--- src/rtl/swact_pkg.sv ---
package swact_pkg;
  localparam int CODE_W = 8;
  localparam int NUM_ACT = 4;

  typedef enum logic [CODE_W-1:0] {
    ACT_NONE    = 8'd0,
    ACT_ENGAGE  = 8'd1,
    ACT_RELEASE = 8'd2,
    ACT_LEFT    = 8'd3,
    ACT_RIGHT   = 8'd4
  } act_code_e;

  // hit vector bit positions, ascending priority
  localparam int HIT_ENGAGE  = 0;
  localparam int HIT_RELEASE = 1;
  localparam int HIT_LEFT    = 2;
  localparam int HIT_RIGHT   = 3;
endpackage

--- src/rtl/swact_edge.sv ---
module swact_edge (
  input  logic clk_i,
  input  logic rst_ni,
  input  logic primed_i,
  input  logic sig_i,
  output logic chg_o
);
  logic sig_q;
  logic prev;

  always_ff @(posedge clk_i or negedge rst_ni) begin
    if (!rst_ni) sig_q <= 1'b0;
    else         sig_q <= sig_i;
  end

  // before priming the current sample is its own history
  assign prev  = primed_i ? sig_q : sig_i;
  assign chg_o = sig_i ^ prev;
endmodule

--- src/rtl/swact_delay.sv ---
module swact_delay #(
  parameter int DELAY = 256
) (
  input  logic clk_i,
  input  logic rst_ni,
  input  logic primed_i,
  input  logic sig_i,
  output logic old_o
);
  logic [DELAY-1:0] hist_q;

  always_ff @(posedge clk_i or negedge rst_ni) begin
    if (!rst_ni)        hist_q[0] <= 1'b0;
    else                hist_q[0] <= sig_i;
  end

  for (genvar s = 1; s < DELAY; s++) begin : g_stage
    always_ff @(posedge clk_i or negedge rst_ni) begin
      if (!rst_ni)       hist_q[s] <= 1'b0;
      else if (primed_i) hist_q[s] <= hist_q[s-1];
      else               hist_q[s] <= sig_i;
    end
  end

  assign old_o = primed_i ? hist_q[DELAY-1] : sig_i;
endmodule

--- src/rtl/swact_encode.sv ---
module swact_encode
  import swact_pkg::*;
#(
  parameter int ADDR_W = 3,
  parameter int SLOT   = 0
) (
  input  logic                clk_i,
  input  logic                rst_ni,
  input  logic [NUM_ACT-1:0]  hit_i,
  output logic                wr_en_o,
  output logic [ADDR_W-1:0]   wr_addr_o,
  output logic [CODE_W-1:0]   wr_data_o
);
  act_code_e code_d;

  // later index overrides: highest code wins
  always_comb begin
    code_d = ACT_NONE;
    for (int i = 0; i < NUM_ACT; i++) begin
      if (hit_i[i]) code_d = act_code_e'(CODE_W'(i + 1));
    end
  end

  always_ff @(posedge clk_i or negedge rst_ni) begin
    if (!rst_ni) begin
      wr_en_o   <= 1'b0;
      wr_data_o <= '0;
    end else begin
      wr_en_o   <= |hit_i;
      wr_data_o <= code_d;
    end
  end

  assign wr_addr_o = ADDR_W'(SLOT);
endmodule

--- src/rtl/switch_action_encoder.sv ---
module switch_action_encoder
  import swact_pkg::*;
#(
  parameter int DELAY  = 256,
  parameter int DEPTH  = 8,
  parameter int SLOT   = 5,
  localparam int ADDR_W = $clog2(DEPTH)
) (
  input  logic              clk_i,
  input  logic              rst_ni,
  input  logic              lvl_sw_i,
  input  logic              step_left_i,
  input  logic              step_right_i,
  output logic              evt_n_o,
  output logic              wr_en_o,
  output logic [ADDR_W-1:0] wr_addr_o,
  output logic [CODE_W-1:0] wr_data_o
);
  localparam int NSRC = 3;

  logic              primed_q;
  logic [NSRC-1:0]   src;
  logic [NSRC-1:0]   chg;
  logic              lvl_old;
  logic              lvl_pulse;
  logic [NUM_ACT-1:0] hit;

  assign src = {step_right_i, step_left_i, lvl_sw_i};

  always_ff @(posedge clk_i or negedge rst_ni) begin
    if (!rst_ni) primed_q <= 1'b0;
    else         primed_q <= 1'b1;
  end

  for (genvar k = 0; k < NSRC; k++) begin : g_edge
    swact_edge u_edge (
      .clk_i    (clk_i),
      .rst_ni   (rst_ni),
      .primed_i (primed_q),
      .sig_i    (src[k]),
      .chg_o    (chg[k])
    );
  end

  swact_delay #(.DELAY(DELAY)) u_delay (
    .clk_i    (clk_i),
    .rst_ni   (rst_ni),
    .primed_i (primed_q),
    .sig_i    (lvl_sw_i),
    .old_o    (lvl_old)
  );

  assign lvl_pulse = lvl_sw_i ^ lvl_old;

  assign hit[HIT_ENGAGE]  = chg[0] &  lvl_sw_i;
  assign hit[HIT_RELEASE] = chg[0] & ~lvl_sw_i;
  assign hit[HIT_LEFT]    = chg[1] &  step_left_i;
  assign hit[HIT_RIGHT]   = chg[2] &  step_right_i;

  // active-low merge: strobe low if any source active
  always_ff @(posedge clk_i or negedge rst_ni) begin
    if (!rst_ni) evt_n_o <= 1'b1;
    else         evt_n_o <= ~lvl_pulse & ~step_left_i & ~step_right_i;
  end

  swact_encode #(.ADDR_W(ADDR_W), .SLOT(SLOT)) u_encode (
    .clk_i     (clk_i),
    .rst_ni    (rst_ni),
    .hit_i     (hit),
    .wr_en_o   (wr_en_o),
    .wr_addr_o (wr_addr_o),
    .wr_data_o (wr_data_o)
  );
endmodule

--- config.mk ---
export PLATFORM = sky130hd
export DESIGN_NAME = switch_action_encoder
export DESIGN_NICKNAME = d
export VERILOG_FILES = /design/src/rtl/swact_pkg.sv /design/src/rtl/swact_edge.sv /design/src/rtl/swact_delay.sv /design/src/rtl/swact_encode.sv /design/src/rtl/switch_action_encoder.sv
export SDC_FILE = /design/constraint.sdc
export NUM_CORES = 1
export LEC_CHECK = 0
export ABC_AREA = 1
export CAP_MARGIN = 0
export CORE_MARGIN = 5
export CORE_UTILIZATION = 55
export CTS_CLUSTER_DIAMETER = 60
export DETAILED_ROUTE_END_ITERATION = 7
export PLACE_DENSITY = 0.72
export SLEW_MARGIN = 0
export SYNTH_ARGS = -nofsm -noshare
export SYNTH_HDL_FRONTEND = slang
export SYNTH_SLANG_ARGS = --single-unit
--- constraint.sdc ---
create_clock -name clk_i -period 2.4 [get_ports clk_i]
set_input_delay 0.36 -clock clk_i [delete_from_list [all_inputs] [get_ports clk_i]]
set_output_delay 0.36 -clock clk_i [all_outputs]
set_load 0.01 [all_outputs]
==> run summary, run 1 <==
The measured slew at the worst slew-check pin is ~0.54 ns. The area growth from synthesis to layout came out at 10.5%. The relative slew slack came out at 64.0%. The fraction of layout instances using a drive strength above 1 is 6.44%. The buffers plus inverters on the worst setup path is 1. The number of CTS-inserted buffers is 26. CTS placed an instance of sky130_fd_sc_hd__clkbuf_16 at the clock tree root. Setup violations remaining at the end of the flow were counted as 0. The largest net degree at the start of global routing is around 140. The final cycle utilization of the critical path is about 80%. The I/O pin count came out at 18. In the post-route analysis, the smallest setup slack over all paths is 0.472 ns.

After detailed routing, the number of vias per cell comes to 4.68. STA classifies the critical path startpoint as a flop. The number of failing hold endpoints at the final stage was 0. The worst register-to-register path has a setup slack of 0.91 ns. In the global route stage, overall resource usage came out at 14.4%.

The largest fanout on the critical path came out at 1. Walking the worst path, the cells encountered are clkdlybuf4s50_1. The power density over the cells is roughly 950 nW/um2. The largest clock skew in the final design came out at 0.0174 ns. The number of buffers added for setup after CTS came out at 0. The mean area per synthesized cell is between 10 and 15 um2. The cell area after synthesis came out at 9130 um2. The total of flip-flops plus latches after synthesis is 264.

The count of standard-cell rows came out at 47. The critical path is of the reg -> out type. The setup TNS after final layout is 0 ns. TritonCTS built the clock tree.

Port buffering added 9 buffers. Yosys printed 0 warnings. The synthesized instance count is between 800 and 900. The number of filler instances in the final layout is between 1k and 1.5k.

The post-route antenna net violation count is 0. The placer's final routability congestion estimate is 0.705. Setup repair after global routing left no endpoint under its margin. The total count of max-transition violations in the final report is 0. The run finished with clean final reports.

The number of global-route vias before repair is 4962. The worst hold path belongs to the class in -> reg. The count of routing violations after the opening detailed-route iteration is 423. The total congestion overflow came out at 0.

The minimum clock period came out at 1.93 ns. The fmax is around 520 MHz. The sequential share of the synthesized area came out at 72.4%. The length of the first detailed-routing pass in iterations is 4. The endpoint identified for the worst register-to-register timing path is u_encode.wr_en_o$_DFF_PN0_. The clock transition at the registers of the reported paths is 0.06 ns. The library cells used most frequently in the layout, excluding fill and tap cells, are sky130_fd_sc_hd__nand2_1 (514), sky130_fd_sc_hd__dfrtp_1 (262), sky130_fd_sc_hd__clkbuf_16 (26), sky130_fd_sc_hd__conb_1 (9). The number of cell instances on the worst register-to-register path came out at 5. On the critical path, the stage with the largest delay is an instance of sky130_fd_sc_hd__clkdlybuf4s50_1.

The number of distinct library cells after synthesis is 15. The repair_antennas step left the layout with diodes totalling 0. OpenSTA, run right after detailed placement, puts the worst setup slack at 0.537 ns. The end point of the most critical hold path is g_edge[1].u_edge.sig_q$_DFF_PN0_. The die width came out at between 100 and 150 um. The core area is 16400 um2.

The library cell used most frequently in the layout, excluding fill and tap cells, is sky130_fd_sc_hd__nand2_1. The count of H-tree levels built during CTS is 1. The initial core utilization came out at between 50% and 60%.

Max-cap violations in this run came to 0. The detailed-route via count is 5100. The clock drives 264 sinks. The startpoint of the most critical hold path is step_left_i. The startpoint identified for the worst register-to-register timing path is primed_q$_DFF_PN0_.

The later-pin clock latency in the skew report came out at 0.52 ns. The total number of nets in the final design came out at ~860. The family with the most delay on the worst path is buffers and inverters. The detailed-route wire length is 13500 um.

For this run, the slowest stage of the critical path takes 0.53 ns. The maximum vdd ir drop is 0.645 mV. At the worst endpoint, the required time is between 2 and 2.5 ns. The total half-perimeter wirelength after legalization and detailed placement came out at 6480 um. The data arrival at the endpoint of the critical path came out at 1.57 ns. The leakage power came out at approximately 5.5 nW.

The number of antenna violations at the first check in global routing is 0. The die is 139 um tall. In the final routed layout, each cell accounts on average for between 10 and 15 um.

The die outline area came out at 19300 um2. The buffer depth of the longest clock path is 3. The remaining routing DRC violations came out at 0. The cell count of the worst hold path came out at 1.

The first global-routing pass estimated 24000 um of wire. The kind of capture point of the worst setup path is an output pin.
## power breakdown
| group | leakage, nW | internal [W] | switching [W] |
|---|---|---|---|
| sequential | 3.20 | 0.00484 | 0.000117 |
| clock | 0.434 | 0.00243 | 0.00162 |
| combinational | 1.90 | 0.000185 | 0.000386 |
## worst max-delay path by stage
stage / start / end / cells past startpoint
6_report: evt_n_o$_DFF_PN1_ / evt_n_o / 1
2_1_floorplan: primed_q$_DFF_PN0_ / u_encode.wr_en_o$_DFF_PN0_ / 9
3_5_place_dp: lvl_sw_i / u_encode.wr_data_o[0]$_DFF_PN0_ / 8
3_3_place_gp: lvl_sw_i / u_encode.wr_data_o[0]$_DFF_PN0_ / 8
4_1_cts: evt_n_o$_DFF_PN1_ / evt_n_o / 1
5_1_grt: evt_n_o$_DFF_PN1_ / evt_n_o / 1
## kinds of logic after synthesis
| group | Yosys count | synth area share, % |
|---|---|---|
| AND/OR/NAND/NOR | 522 | 21.5 |
| flip-flops | 264 | 72.4 |
| buffers and inverters | 72 | 5.65 |
| AO/OA/AOI/OAI | 2 | 0.110 |
| adder cells (fa/ha/maj) | 2 | 0.274 |
| other | 2 | 0.0822 |
## layout make-up
cell class | count | area, um2 | share of cell area (%)
flip-flops and latches | 264 | 6610 | 65.6
multi-input cells | 535 | 2040 | 20.2
clock buffers | 34 | 721 | 7.15
well taps | 220 | 275 | 2.73
repair buffers | 19 | 273 | 2.70
clock inverters | 12 | 146 | 1.45
inverters | 6 | 22.5 | 0.223
## metal layers
| metal | track usage (%) | part of all wire, % | vias up |
|---|---|---|---|
| met2 | 20.7 | 43 | 50 |
| met3 | 3.03 | 3.2 | 25 |
| li1 | - | - | 2518 |
| met5 | 0 | 0 | - |
| met4 | 3.55 | 2.1 | 0 |
| met1 | 22.7 | 52 | 2507 |
## flip-flops by register name, summed over array words and instances (netlist names)
| register | cells |
|---|---|
| primed_q | 1 |
| evt_n_o | 1 |
| u_delay.hist_q | 256 |
| g_edge.u_edge.sig_q | 2 |
| u_encode.wr_en_o | 1 |
| u_encode.wr_data_o | 3 |
## stage by stage
stage               util [%]  power [W]  hold slack [ns]  std cells  cell area (um2)
floorplan                  -    0.00543           0.0644        871             9160
global placement        56.1    0.00560            0.328       1043             9210
detailed placement      56.1    0.00562            0.328       1043             9210
CTS                     61.5    0.00972            0.301       1090            10100
global route            61.5     0.0100            0.308       1090            10100
finish                  61.5    0.00958            0.318       1090            10100
## repair_timing
action,4_1_cts,5_1_grt
endpoints found under the hold margin,55,0
gates resized for setup,0,0
hold buffers,1,0
## cells in the mapped netlist, drive strengths merged
master | number | area, um2
a21oi | 2 | 10.0
conb | 2 | 7.51
nand3 | 1 | 5.00
dfstp | 1 | 26.3
nand2 | 514 | 1930
dfrtp | 263 | 6580
or2 | 2 | 12.5
inv | 6 | 22.5
buf | 40 | 395
clkbuf | 26 | 97.6
nor2 | 5 | 18.8
ha | 2 | 25.0
(Power assumes the default switching activity.)
==> inputs of run 2 (changes only) <==
==> constraint.sdc (replaced) <==
create_clock -name clk_i -period 1.99 [get_ports clk_i]
set_input_delay 0.2985 -clock clk_i [delete_from_list [all_inputs] [get_ports clk_i]]
set_output_delay 0.2985 -clock clk_i [all_outputs]
set_load 0.01 [all_outputs]
==> run 2 against run 1 <==
  * Sequential power is 21% higher
  * Critical path depth did not move
  * Via count rose by 1.3%
  * Non-clock buffer count rose by 5
  * Sequential share of layout area rose by 0.34 points
  * Clock skew fell by 0.010 ns
  * Setup slack lost 0.33 ns
  * Clock-buffer cell count grew 6
  * Clock power increased by 12%
  * Cell count is 0.37% higher
  * Routed wire length is 2.3% lower
  * Register-to-register slack got worse by 0.46 ns
  * Highest routed layer unchanged
==> run summary, run 2 (synthesized netlist as in run 1, its figures left out) <==
The clock tree from TritonCTS is yes. The relative slew slack came out at roughly 53%. The placer's final routability congestion estimate is 0.687.

The fraction of layout instances using a drive strength above 1 came out at 6.41%. The largest clock skew in the final design is 0.00723 ns. The signal on the critical path passes through clkdlybuf4s50_1. The number of port buffers came out at 9. STA classifies the critical path startpoint as a flop.

The number of clock sinks seen by CTS is 264. The fmax is 541 MHz. The power density over the cells came out at 1120 nW/um2. Tracing the worst setup path back leads to its startpoint at evt_n_o$_DFF_PN1_. The largest fanout on the critical path came out at 1. The worst setup path is of the reg -> out kind. The data arrival at the endpoint of the critical path came out at 1.55 ns. Setup violations remaining at the end of the flow were counted as 0. The family with the most delay on the worst path is buffers and inverters. On the final layout, the worst hold slack is 0.285 ns. The clock passes through at most 3 buffers.

The length of the first detailed-routing pass in iterations came out at 4. Row generation in the floorplan step produced 47 rows. After global routing the overflow that remains totals 0.

The analysis attributes to cell leakage a power of approximately 5.5 nW. The largest individual stage delay along the critical path comes from the cell sky130_fd_sc_hd__clkdlybuf4s50_1. The die outline area is 19300 um2. The root buffer cell chosen for the clock tree is sky130_fd_sc_hd__clkbuf_16.

The count of routing violations after the opening detailed-route iteration came out at 424. The remaining routing DRC violations is 0. The post-detailed-route via-to-cell ratio came out at 4.72. The final cycle utilization of the critical path is 92.9%. Clock latency on the worst-skew pair, taken at its later pin, is 0.51 ns. The number of failing hold endpoints at the final stage came out at 0. The largest registers in the layout are u_delay.hist_q (256), u_encode.wr_data_o (3), g_edge.u_edge.sig_q (2).

The antenna diode count came out at 0. For this design the top-level I/O count stands at 18. Dividing the detail-routed wire length by the instance count gives 12.0 um. Measured on the finished design, the core utilization comes to about three fifths.

The count of cells in the finished layout, fillers not included, comes to approximately 1.1k. Buffers added to address setup during post-CTS repair amount to 0. Summed over all layers, the routed wires come to 13200 um. The setup slack after layout is 0.140 ns.

The placed instance count came out at about 1.0k. The placement-stage worst setup slack is between 0.15 and 0.2 ns. The maximum vdd ir drop is around 0.89 mV.

The detailed-route via count is 5166. The die width is roughly 140 um. The first-pass GRT wire length is ~24000 um. The number of CTS-inserted buffers is 27. The flip-flop count of the largest register, all copies and words added is approximately 260. The largest net degree at the start of global routing came out at 137.

The minimum clock period is 1.85 ns. The number of antenna violations at the first check in global routing is 0. In this run the number of H-tree levels came out at 1.

The max-cap check violation count is 0. In the layout the commonest cells are sky130_fd_sc_hd__nand2_1 (514), sky130_fd_sc_hd__dfrtp_1 (262), sky130_fd_sc_hd__clkbuf_16 (27), sky130_fd_sc_hd__conb_1 (9). The post-route antenna net violation count is 0.

Setup repair after global routing left no endpoint under its margin. Leaving out fill and tap cells, the most frequent cell in the layout is sky130_fd_sc_hd__nand2_1. The initial core utilization is 55.7%. More flip-flops sit in one register than any other, and that register is u_delay.hist_q. STA classifies the critical path endpoint as an output pin. Across every metal layer, demand over resource in global routing totals 14.1%. The setup TNS after final layout is 0 ns. The worst path required time is 1.69 ns. Detailed placement finished with a half-perimeter wire length of 6480 um. The tightest min-delay check is of the in -> reg type. The total count of max-transition violations in the final report came out at 0.

From synthesis to final layout, the design area changed by 9.89%. The number of global-route vias before repair is approximately 5k. The net count of the finished layout is 865.

For this run, the slowest stage of the critical path takes 0.53 ns. The clock transition at the registers of the reported paths came out at 0.05 ns. The core area came out at between 15000 and 20000 um2. The startpoint identified for the worst hold timing path is step_left_i. The flow ran to the end, and the final reports show no timing, DRC or antenna violations.

The buffers plus inverters on the worst setup path came out at 1. The floorplan step set the die height to 139 um. In this run the critical register-to-register path is launched from primed_q$_DFF_PN0_. For the pin with the worst max-slew slack, the measured transition is 0.711 ns.
==> run 2: cell types whose count changed in the layout (fill, tap and decap cells not counted), sizes merged <==
cell,previous run,this run
buf,10,15
bufinv,3,0
clkbuf,34,40
clkinv,9,5
==> run 2: layer usage <==
metal	routed length, um	part of all wire [%]	global-route usage, %
met5	0	0	0
met2	5820	44	21.8
met4	340	2.6	4.07
met1	6640	50	20.6
met3	373	2.8	2.79
==> run 2: area by class of cell <==
type / count / area [um2]
fillers: 1341 / 6370
repair buffers: 24 / 285
clock inverters: 5 / 28.8
clock buffers: 40 / 774
multi-input cells: 535 / 2040
inverters: 6 / 22.5
flip-flops and latches: 264 / 6610
well taps: 220 / 275
==> run 2: power breakdown <==
group	internal [W]	switching [W]
Clock	0.00266	0.00188
Sequential	0.00584	0.000138
Combinational	0.000225	0.000464
==> run 2: stage by stage <==
stage               instance area, um2  power (W)
floorplan                         9160    0.00655
global placement                  9220    0.00675
detailed placement                9220    0.00677
CTS                              10000     0.0114
global route                     10000     0.0118
finish                           10000     0.0112
==> run 2: timing repair <==
action	CTS	global route
hold endpoints to repair	263	0
hold buffers	1	0
resized for setup	0	0
==> run 2: worst paths after layout <==
check	endpoint	slack (ns)	cells after the start
worst min register to register	u_delay.hist_q[229]$_DFF_PN0_	0.44	2
worst max register to register	u_delay.hist_q[135]$_DFF_PN0_	0.45	4
worst max-delay path	evt_n_o	0.14	1
worst min-delay path	g_edge[1].u_edge.sig_q$_DFF_PN0_	0.28	1
min in group asynchronous	u_delay.hist_q[5]$_DFF_PN0_	0.38	3
max in group asynchronous	u_delay.hist_q[22]$_DFF_PN0_	0.98	3
